===== src/rtl/irqc_pkg.sv =====
package irqc_pkg;
  localparam int unsigned DATA_W  = 32;
  localparam int unsigned BASIC_N = 8;
  localparam int unsigned BANK_N  = 32;
  localparam int unsigned ADDR_W  = 6;
  localparam int unsigned CUT_A_N = 5;
  localparam int unsigned CUT_B_N = 6;

  // word index = byte offset >> 2
  typedef enum logic [3:0] {
    W_STAT_BASIC = 4'd0,
    W_STAT_A     = 4'd1,
    W_STAT_B     = 4'd2,
    W_ROUTE      = 4'd3,
    W_SET_A      = 4'd4,
    W_SET_B      = 4'd5,
    W_SET_BASIC  = 4'd6,
    W_CLR_A      = 4'd7,
    W_CLR_B      = 4'd8,
    W_CLR_BASIC  = 4'd9
  } reg_idx_e;

  localparam int unsigned CUT_A_SRC [CUT_A_N] = '{7, 9, 10, 18, 19};
  localparam int unsigned CUT_B_SRC [CUT_B_N] = '{21, 22, 23, 24, 25, 30};
  localparam int unsigned SUM_A_BIT = BASIC_N;
  localparam int unsigned SUM_B_BIT = BASIC_N + 1;
  localparam int unsigned CUT_A_LO  = BASIC_N + 2;
  localparam int unsigned CUT_B_LO  = CUT_A_LO + CUT_A_N;
  localparam int unsigned STAT_USED = CUT_B_LO + CUT_B_N;
endpackage


===== src/rtl/irqc_mask_reg.sv =====
module irqc_mask_reg #(
  parameter int unsigned W = 32
) (
  input  logic         clk_i,
  input  logic         rst_ni,
  input  logic         set_i,
  input  logic         clr_i,
  input  logic [W-1:0] data_i,
  output logic [W-1:0] mask_o
);
  logic [W-1:0] mask_q;

  always_ff @(posedge clk_i or negedge rst_ni) begin
    if (!rst_ni)    mask_q <= '0;
    else if (set_i) mask_q <= mask_q | data_i;
    else if (clr_i) mask_q <= mask_q & ~data_i;
  end

  assign mask_o = mask_q;

  p_set_r2: assert property (@(posedge clk_i) disable iff (!rst_ni)
    set_i |=> ((mask_q & $past(data_i)) == $past(data_i))
              && ((mask_q & ~$past(data_i)) == ($past(mask_q) & ~$past(data_i))));
  p_clr_r3: assert property (@(posedge clk_i) disable iff (!rst_ni)
    clr_i |=> ((mask_q & $past(data_i)) == '0)
              && ((mask_q & ~$past(data_i)) == ($past(mask_q) & ~$past(data_i))));
  p_hold_r11: assert property (@(posedge clk_i) disable iff (!rst_ni)
    (!set_i && !clr_i) |=> $stable(mask_q));
endmodule


===== src/rtl/irqc_basic_status.sv =====
module irqc_basic_status
  import irqc_pkg::*;
(
  input  logic [BASIC_N-1:0] pend_basic_i,
  input  logic [BANK_N-1:0]  pend_a_i,
  input  logic [BANK_N-1:0]  pend_b_i,
  output logic [DATA_W-1:0]  stat_o
);
  logic [CUT_A_N-1:0] cut_a;
  logic [CUT_B_N-1:0] cut_b;

  for (genvar i = 0; i < CUT_A_N; i++) begin : g_cut_a
    assign cut_a[i] = pend_a_i[CUT_A_SRC[i]];
  end
  for (genvar i = 0; i < CUT_B_N; i++) begin : g_cut_b
    assign cut_b[i] = pend_b_i[CUT_B_SRC[i]];
  end

  assign stat_o = {{(DATA_W-STAT_USED){1'b0}}, cut_b, cut_a,
                   |pend_b_i, |pend_a_i, pend_basic_i};
endmodule


===== src/rtl/irq_bank_regfile.sv =====
module irq_bank_regfile
  import irqc_pkg::*;
(
  input  logic              clk_i,
  input  logic              rst_ni,
  input  logic [ADDR_W-1:0] addr_i,
  input  logic              we_i,
  input  logic [DATA_W-1:0] wdata_i,
  output logic [DATA_W-1:0] rdata_o,
  input  logic [BASIC_N-1:0] src_basic_i,
  input  logic [BANK_N-1:0]  src_bank_a_i,
  input  logic [BANK_N-1:0]  src_bank_b_i,
  output logic              irq_o
);
  localparam int unsigned NBANK = 2;

  logic [3:0]              widx;
  logic [BASIC_N-1:0]      mask_basic;
  logic [NBANK-1:0][BANK_N-1:0] mask_bank, src_bank, pend_bank;
  logic [NBANK-1:0]        set_bank, clr_bank;
  logic [BASIC_N-1:0]      pend_basic;
  logic [DATA_W-1:0]       stat_basic;
  logic [DATA_W-1:0]       route_q;

  assign widx        = addr_i[ADDR_W-1:2];
  assign src_bank[0] = src_bank_a_i;
  assign src_bank[1] = src_bank_b_i;
  assign set_bank[0] = we_i && (widx == W_SET_A);
  assign set_bank[1] = we_i && (widx == W_SET_B);
  assign clr_bank[0] = we_i && (widx == W_CLR_A);
  assign clr_bank[1] = we_i && (widx == W_CLR_B);

  for (genvar b = 0; b < NBANK; b++) begin : g_bank
    irqc_mask_reg #(.W(BANK_N)) u_mask (
      .clk_i  (clk_i),
      .rst_ni (rst_ni),
      .set_i  (set_bank[b]),
      .clr_i  (clr_bank[b]),
      .data_i (wdata_i[BANK_N-1:0]),
      .mask_o (mask_bank[b])
    );
    assign pend_bank[b] = src_bank[b] & mask_bank[b];
  end

  irqc_mask_reg #(.W(BASIC_N)) u_mask_basic (
    .clk_i  (clk_i),
    .rst_ni (rst_ni),
    .set_i  (we_i && (widx == W_SET_BASIC)),
    .clr_i  (we_i && (widx == W_CLR_BASIC)),
    .data_i (wdata_i[BASIC_N-1:0]),
    .mask_o (mask_basic)
  );
  assign pend_basic = src_basic_i & mask_basic;

  irqc_basic_status u_stat (
    .pend_basic_i (pend_basic),
    .pend_a_i     (pend_bank[0]),
    .pend_b_i     (pend_bank[1]),
    .stat_o       (stat_basic)
  );

  always_ff @(posedge clk_i or negedge rst_ni) begin
    if (!rst_ni)                        route_q <= '0;
    else if (we_i && widx == W_ROUTE)   route_q <= wdata_i;
  end

  always_comb begin
    rdata_o = '0;
    case (widx)
      W_STAT_BASIC:             rdata_o = stat_basic;
      W_STAT_A:                 rdata_o = pend_bank[0];
      W_STAT_B:                 rdata_o = pend_bank[1];
      W_ROUTE:                  rdata_o = route_q;
      W_SET_A, W_CLR_A:         rdata_o = mask_bank[0];
      W_SET_B, W_CLR_B:         rdata_o = mask_bank[1];
      W_SET_BASIC, W_CLR_BASIC: rdata_o = {{(DATA_W-BASIC_N){1'b0}}, mask_basic};
      default:                  rdata_o = '0;
    endcase
  end

  assign irq_o = |{pend_basic, pend_bank};

  p_irq_r9: assert property (@(posedge clk_i) disable iff (!rst_ni)
    irq_o == (|stat_basic[SUM_B_BIT:0]));
  p_sum_r7: assert property (@(posedge clk_i) disable iff (!rst_ni)
    (stat_basic[SUM_A_BIT] == |(src_bank_a_i & mask_bank[0]))
    && (stat_basic[SUM_B_BIT] == |(src_bank_b_i & mask_bank[1])));
  p_cut_r8: assert property (@(posedge clk_i) disable iff (!rst_ni)
    (stat_basic[CUT_A_LO] == (src_bank_a_i[7] & mask_bank[0][7]))
    && (stat_basic[STAT_USED-1] == (src_bank_b_i[30] & mask_bank[1][30])));
  p_hi_zero_r6: assert property (@(posedge clk_i) disable iff (!rst_ni)
    (widx == W_STAT_BASIC) |-> (rdata_o[DATA_W-1:STAT_USED] == '0));
  p_route_r10: assert property (@(posedge clk_i) disable iff (!rst_ni)
    (we_i && widx == W_ROUTE) |=> (route_q == $past(wdata_i)));
  p_route_hold_r11: assert property (@(posedge clk_i) disable iff (!rst_ni)
    !(we_i && widx == W_ROUTE) |=> $stable(route_q));
endmodule


===== config.mk =====
export PLATFORM = sky130hd
export DESIGN_NAME = irq_bank_regfile
export DESIGN_NICKNAME = d
export VERILOG_FILES = /design/src/rtl/irqc_pkg.sv /design/src/rtl/irqc_mask_reg.sv /design/src/rtl/irqc_basic_status.sv /design/src/rtl/irq_bank_regfile.sv
export SDC_FILE = /design/constraint.sdc
export NUM_CORES = 1
export LEC_CHECK = 0
export ABC_AREA = 0
export BUFFER_PORTS_ARGS = -buffer_cell sky130_fd_sc_hd__buf_2
export CAP_MARGIN = 20
export CORE_MARGIN = 2
export CORE_UTILIZATION = 48
export CTS_CLUSTER_SIZE = 30
export DETAILED_ROUTE_END_ITERATION = 10
export PLACE_DENSITY = 0.76
export SLEW_MARGIN = 20
export SYNTH_ARGS = -nofsm -noshare
export SYNTH_HDL_FRONTEND = slang
export SYNTH_SLANG_ARGS = --single-unit

===== constraint.sdc =====
create_clock -name clk_i -period 1.9 [get_ports clk_i]
set_input_delay 0 -clock clk_i [delete_from_list [all_inputs] [get_ports clk_i]]
set_output_delay 0 -clock clk_i [all_outputs]
set_load 0.02 [all_outputs]

==> results of run 1 <==
==> metal layers <==
layer / part of all wire [%] / vias up / global-route usage (%) / routed length [um]
met5: 0 / - / 0 / 0
met4: 4.0 / 0 / 14.4 / 847
met3: 11 / 106 / 6.05 / 2250
met2: 46 / 472 / 53.1 / 9840
met1: 39 / 3039 / 46.7 / 8220
li1: - / 2638 / - / -
==> power breakdown <==
group	switching, mW	internal [mW]	total (mW)
registers	0.267	2.62	2.89
clock network	0.855	0.998	1.85
logic	0.884	0.941	1.83
total	2.01	4.56	6.57
==> final timing paths <==
kind | endpoint | cells past startpoint | from
max | irq_o | 6 | register
min | route_q[5] | 2 | rst_ni
max reg2reg | register | 2 | register
min reg2reg | route_q[3] | 1 | route_q[3]
max in group asynchronous | async pin | 3 | rst_ni
min in group clk_i | register | 3 | addr_i[2]
==> cell usage in the layout, fill, tap and decap left out, types with 26 or more instances in the layout <==
master | netlist | layout
buf_4 | 0 | 89
dfrtp_1 | 104 | 104
a32oi_1 | 26 | 26
a22oi_1 | 32 | 30
mux2_2 | 53 | 53
dlygate4sd3_1 | 0 | 33
buf_2 | 20 | 140
nand2_1 | 121 | 120
a22o_1 | 44 | 44
nand4_1 | 27 | 27
nand3_1 | 27 | 27
==> worst reg2reg max path: stages (launching register included) <==
cell and delay [ns]:
dfrtp_1 0.41, buf_4 0.16, mux2_1 0.29
==> cell type report <==
cell class              count  share of cell area, %
multi-input cells         419                   37.5
flip-flops and latches    104                   33.3
repair buffers            268                   23.0
clock buffers              12                   3.41
well taps                 143                   2.29
clock inverters             4                  0.352
inverters                   3                  0.144
==> logic make-up after synthesis <==
kind of cell	Yosys count
AND/OR/NAND/NOR	207
AO/OA/AOI/OAI	148
multiplexers	64
buffers and inverters	42
flip-flops	104
==> stage by stage <==
stage / setup TNS, ns / power, mW / setup WS (ns)
finish: -1.48 / 6.57 / -0.546
detailed placement: -1.45 / 4.61 / -0.232
global route: -1.59 / 6.81 / -0.583
CTS: -1.37 / 6.51 / -0.517
global placement: -0.606 / 4.54 / -0.211
floorplan: 0 / 3.68 / 0.0565
==> repair_timing <==
item                       CTS  global route
gates resized for setup     10             1
pin swaps                    5             3
hold endpoints to repair   160             0
setup endpoints to repair   15             3
setup buffers                0             0
hold buffers                33             0
cloned                       0             0
==> metrics.csv, run 1 <==
stage;metric;value;unit
clocking;CTS tree;yes;
grt;initial antenna violation count;0;
drt;Antenna Nets Post-Route;0;
placement;routability cong.;0.976;
critical_path;Critical Path Max Stage Delay;0.53;ns
job;max cap viols;0;
layout;P&R area growth vs syn;38.0;%
drt;Initial DRC Count;913;
worst_hold_path;Hold Path Class;in -> async;
layout;final net count;918;
sta;fin worst setup slack;-0.546;ns
clocking;clock tree buffer depth;2;
sta;Clock Skew;0;ns
critical_path;Worst Setup Start Kind;register;
sta;part of the cycle the worst path needs;129;%
synth;synthesized area per cell;10.0;um^2
synth;post-synthesis net count;678;
clocking;H-tree Lvls;3;
floorplanning;IO Count;146;
layout;layout cell share with drive strength beyond 1;39.9;%
status;outcome;finished, violations left;
synth;Post-Synth XOR/XNOR Area;0;%
synth;sequential fraction of the synthesis area;45.9;%
grt;largest net degree at the start of global routing;55;
synth;Synth Flop Type;dfrtp_1;
critical_path;Worst Path Arrival;2.45;ns
synth;Synth Warn #;0;
placement;port bufs;143;
layout;area occupied by multi-input gates;0.00294;mm^2
sta;Slew Viols, Final;0;
floorplanning;Initial Util;49.5;%
drt;Detailed Route WL;21.2;mm
floorplanning;Core Region;0.0115;mm^2
synth;largest family of logic cells by synthesized area;compound AO/OA/AOI/OAI gates;
sta;Slew @ Worst Pin;0.572;ns
clocking;Skew-Pair Late Insertion Delay;0.35;ns
layout;Final Util;68.2;%
synth;multiplexer area fraction after synthesis;12.7;%
floorplanning;die area;0.0127;mm^2
placement;Post-DP HPWL;14.9;mm
critical_path;Slowest-stage cell, CP;or4_4;
grt;total global routing overflow;0;
sta;Achievable Freq;409;MHz
grt;Tot GR Track Use;33.9;%
critical_path;CP endpoint kind;output port;
critical_path;CP dominant cell by count;or4_4;
synth;Cell Area, Synth;0.00567;mm^2
clocking;Root Buffer;clkbuf_16;
critical_path;R2R setup slack;0.93;ns
synth;Yosys top cell area share;45.9;%
clocking;CTS sink count;104;
floorplanning;chip height;113;um
sta;final hold violations;0;
synth;Netlist cell types;38;
critical_path;Worst Path Required;1.90;ns
critical_path;delay-heaviest family, CP;simple AND/OR/NAND/NOR gates;
critical_path;Crit Path Max Fanout;2;
placement;Post-DP Area;0.00716;mm^2
layout;Fillers;876;
synth;Synth Area in Compound Gates;21.6;%
floorplanning;Die Width;113;um
critical_path;CP bufs+invs;1;
clocking;CTS buffer count;9;
grt;first-pass GRT wire length;33.6;mm
layout;Storage cell area;0.00260;mm^2
layout;antenna cells;0;
synth;Post-synth top cells;nand2_1, dfrtp_1, mux2_2;
floorplanning;cell row count;39;
pwr;PD cells;839;mW/mm^2
synth;Post-Syn Instances;565;
drt;Vias/cell;6.56;
pwr;Lkg Pwr;3.80;nW
critical_path;critical path cell sequence;a22o_1 -> a221oi_2 -> nand4_1 -> or4_4 -> or4_4 -> buf_6;
pwr;maximum vdd drop;0.000449;V
sta;Final min period;2.45;ns
sta;final hold slack;0.0825;ns
synth;flops & latches, synth;104;
sta;Slew Limit Headroom;61.8;%
clocking;Clock transition at path regs;0.07;ns
drt;via count;6255;
critical_path;Crit Path Category;reg -> out;
synth;number of flops mapped to enable cells by yosys;0;
synth;Async S/R FF share, synth;100;%
synth;synth top area cells;dfrtp_1, mux2_2, nand2_1;
grt;number of global-route vias before repair;6350;
layout;Finished Layout Cells;953;
synth;Synth Area in Simple Gates;16.6;%
status;failing checks;setup timing;
placement;placed cell count;904;
sta;final setup fails;3;
drt;Pre-Repair DR Iteration Count;6;
synth;largest area contributor in the netlist;dfrtp_1;
synth;count leader, synth;nand2_1;
sta;unrepaired setup endpoints after global routing;yes;
drt;DRC violations left;0;
layout;cell area after layout;0.00783;mm^2
drt;routed len/inst;22.2;um
synth;post-synthesis adder-cell area fraction;0;%
Power figures use the tool's default switching activity.
==> inputs of run 2 (changes only) <==
--- a/config.mk
+++ b/config.mk
@@ -5,14 +5,14 @@
 export SDC_FILE = /design/constraint.sdc
 export NUM_CORES = 1
 export LEC_CHECK = 0
-export ABC_AREA = 0
+export ABC_AREA = 1
 export BUFFER_PORTS_ARGS = -buffer_cell sky130_fd_sc_hd__buf_2
 export CAP_MARGIN = 20
 export CORE_MARGIN = 2
-export CORE_UTILIZATION = 48
+export CORE_UTILIZATION = 49
 export CTS_CLUSTER_SIZE = 30
 export DETAILED_ROUTE_END_ITERATION = 10
-export PLACE_DENSITY = 0.76
+export PLACE_DENSITY = 0.77
 export SLEW_MARGIN = 20
 export SYNTH_ARGS = -nofsm -noshare
 export SYNTH_HDL_FRONTEND = slang
==> metrics.csv, run 2 <==
stage;metric;value;unit;change
drt;Detailed Route WL;18.4;mm;-13%
floorplanning;Core Region;0.0116;mm^2;+0.85%
grt;total global routing overflow;0;;unchanged
sta;final setup fails;0;;-3
synth;Async S/R FF share, synth;100;%;unchanged
critical_path;Crit Path Max Fanout;3;;+1
sta;part of the cycle the worst path needs;92.3;%;-36 points
layout;P&R area growth vs syn;25.7;%;
sta;Slew Viols, Final;0;;unchanged
sta;final hold violations;0;;unchanged
floorplanning;die area;0.0129;mm^2;+1.2%
clocking;clock tree buffer depth;2;;unchanged
synth;sequential fraction of the synthesis area;44.4;%;-1.5 points
critical_path;Worst Path Arrival;1.75;ns;-0.70 ns
synth;synth top area cells;dfrtp_1, nand2_1, o21ai_1;;
grt;Tot GR Track Use;29.5;%;-4.3 points
drt;via count;6260;;+0.080%
grt;largest net degree at the start of global routing;44;;-20%
floorplanning;IO Count;146;;unchanged
critical_path;Crit Path Category;reg -> out;;
clocking;CTS tree;yes;;
sta;Final min period;1.75;ns;-0.692 ns
synth;Post-Syn Instances;829;;+47%
status;outcome;complete, no violations;;
grt;initial antenna violation count;2;;+2
clocking;CTS sink count;104;;unchanged
synth;Netlist cell types;24;;-37%
drt;Pre-Repair DR Iteration Count;5;;-1
synth;Synth Flop Type;dfrtp_1;;
floorplanning;Die Width;113;um;+0.58%
worst_hold_path;Hold Path Class;in -> async;;
sta;Fin Setup TNS;0;ns;+1.48 ns
placement;Post-DP HPWL;12.8;mm;-14%
synth;Synth Warn #;0;;unchanged
critical_path;worst reg2reg path depth;2;;unchanged
critical_path;Worst Path Required;1.90;ns;about the same
drt;Vias/cell;5.43;;-17%
drt;DRC violations left;0;;unchanged
synth;flops & latches, synth;104;;unchanged
critical_path;CP endpoint kind;output port;;
sta;Achievable Freq;570;MHz;+39%
grt;first-pass GRT wire length;29.7;mm;-11%
synth;Cell Area, Synth;0.00586;mm^2;+3.3%
grt;number of global-route vias before repair;6135;;-3.4%
sta;unrepaired setup endpoints after global routing;no;;
synth;post-synthesis net count;942;;+39%
pwr;total power;6.09;mW;-7.2%
critical_path;R2R setup slack;1.20;ns;+0.27 ns
placement;port bufs;143;;unchanged
sta;Slew @ Worst Pin;0.673;ns;+0.101 ns
floorplanning;chip height;113;um;+0.58%
floorplanning;cell row count;39;;unchanged
synth;Yosys top cell area share;44.4;%;-1.5 points
synth;Post-synth top cells;nand2_1, o21ai_1, dfrtp_1;;
critical_path;Worst Setup Start Kind;register;;
drt;Antenna Nets Post-Route;0;;unchanged
synth;largest area contributor in the netlist;dfrtp_1;;
layout;antenna cells;0;;unchanged
clocking;Post-CTS Setup Bufs;0;;unchanged
clocking;Clock transition at path regs;0.07;ns;about the same
pwr;PD cells;827;mW/mm^2;-1.5%
layout;most frequent cells in the layout;nand2_1, buf_2, o21ai_1;;
layout;Fillers;1076;;+23%
synth;count leader, synth;nand2_1;;
synth;number of flops mapped to enable cells by yosys;0;;unchanged
layout;final net count;1117;;+22%
clocking;Root Buffer;clkbuf_16;;
critical_path;CP endpoint;rdata_o[9];;
clocking;H-tree Lvls;3;;unchanged
layout;most common cell after layout, fill and taps aside;nand2_1;;
drt;Initial DRC Count;452;;-50%
pwr;Lkg Pwr;3.75;nW;-1.2%
layout;Finished Layout Cells;1152;;+21%
clocking;Skew-Pair Late Insertion Delay;0.34;ns;about the same
placement;placed cell count;1103;;+22%
clocking;CTS buffer count;9;;unchanged
job;max cap viols;0;;unchanged
layout;layout cell share with drive strength beyond 1;19.1;%;-21 points
floorplanning;Initial Util;50.7;%;+1.2 points
synth;synthesized area per cell;7.07;um^2;-30%
drt;routed len/inst;16.0;um;-28%
placement;routability cong.;0.855;;-12%
sta;Slew Limit Headroom;55.0;%;-6.9 points
pwr;maximum vdd drop;0.000552;V;+23%
sta;Clock Skew;0;ns;unchanged
run 2: where the power goes:
group,switching [mW],internal [mW]
clock network,0.813,1.27
logic,0.722,0.495
registers,0.233,2.56
total,1.77,4.32
run 2: cells by family after synthesis:
kind of cell           synth area share, %
AO/OA/AOI/OAI                         17.7
buffers and inverters                 7.51
flip-flops                            44.4
AND/OR/NAND/NOR                       30.4
run 2: layout make-up:
class                           instances  area [um^2]  share of cell area [%]
Sequential cell                       104         2600                    35.3
Clock inverter                          2         60.1                   0.815
Tap cell                              143          179                    2.43
Timing Repair Buffer                  197         1220                    16.5
Clock buffer                           14          274                    3.72
Multi-Input combinational cell        635         2820                    38.3
Inverter                               57          214                    2.90
run 2: per-stage QoR:
step / hold slack [ns] / setup slack [ns] / utilization [%] / instance area, um^2
CTS: 0.125 / 0.133 / 63.7 / 7370
global route: 0.164 / 0.0173 / 63.7 / 7370
floorplan: -0.296 / 0.873 / - / 5860
finish: 0.128 / 0.146 / 63.7 / 7370
global placement: -0.0375 / 0.443 / 57.9 / 6700
detailed placement: -0.0365 / 0.375 / 57.9 / 6700
run 2: worst min-delay path by stage:
stage	startpoint	end	depth (start not counted)
2_1_floorplan	rst_ni	async pin	0
3_3_place_gp	rst_ni	async pin	1
3_5_place_dp	rst_ni	async pin	1
4_1_cts	we_i	register	4
5_1_grt	rst_ni	async pin	2
6_report	rst_ni	async pin	2
run 2: critical path: stages (launching register included):
cell and delay [ns]:
dfrtp_1 0.39, nand2_1 0.16, nand2_1 0.07, nor2_1 0.10, nand2_1 0.09, nor2_1 0.19
nand2_1 0.10, nand2_1 0.07, nand2_1 0.08, buf_2 0.17
run 2: what timing repair did:
action                                  CTS  global route
endpoints found under the setup margin    0             2
hold endpoints to repair                174             0
resized for setup                         0             1
hold buffers                             33             0
run 2: routing by layer:
layer  vias up  GRT usage, %  wire, um
met5         -             0        30
met4         4          10.1       402
met3        40          4.87      1340
met2       268          48.5      8720
met1      2875          39.9      7940
li1       3073             -         -
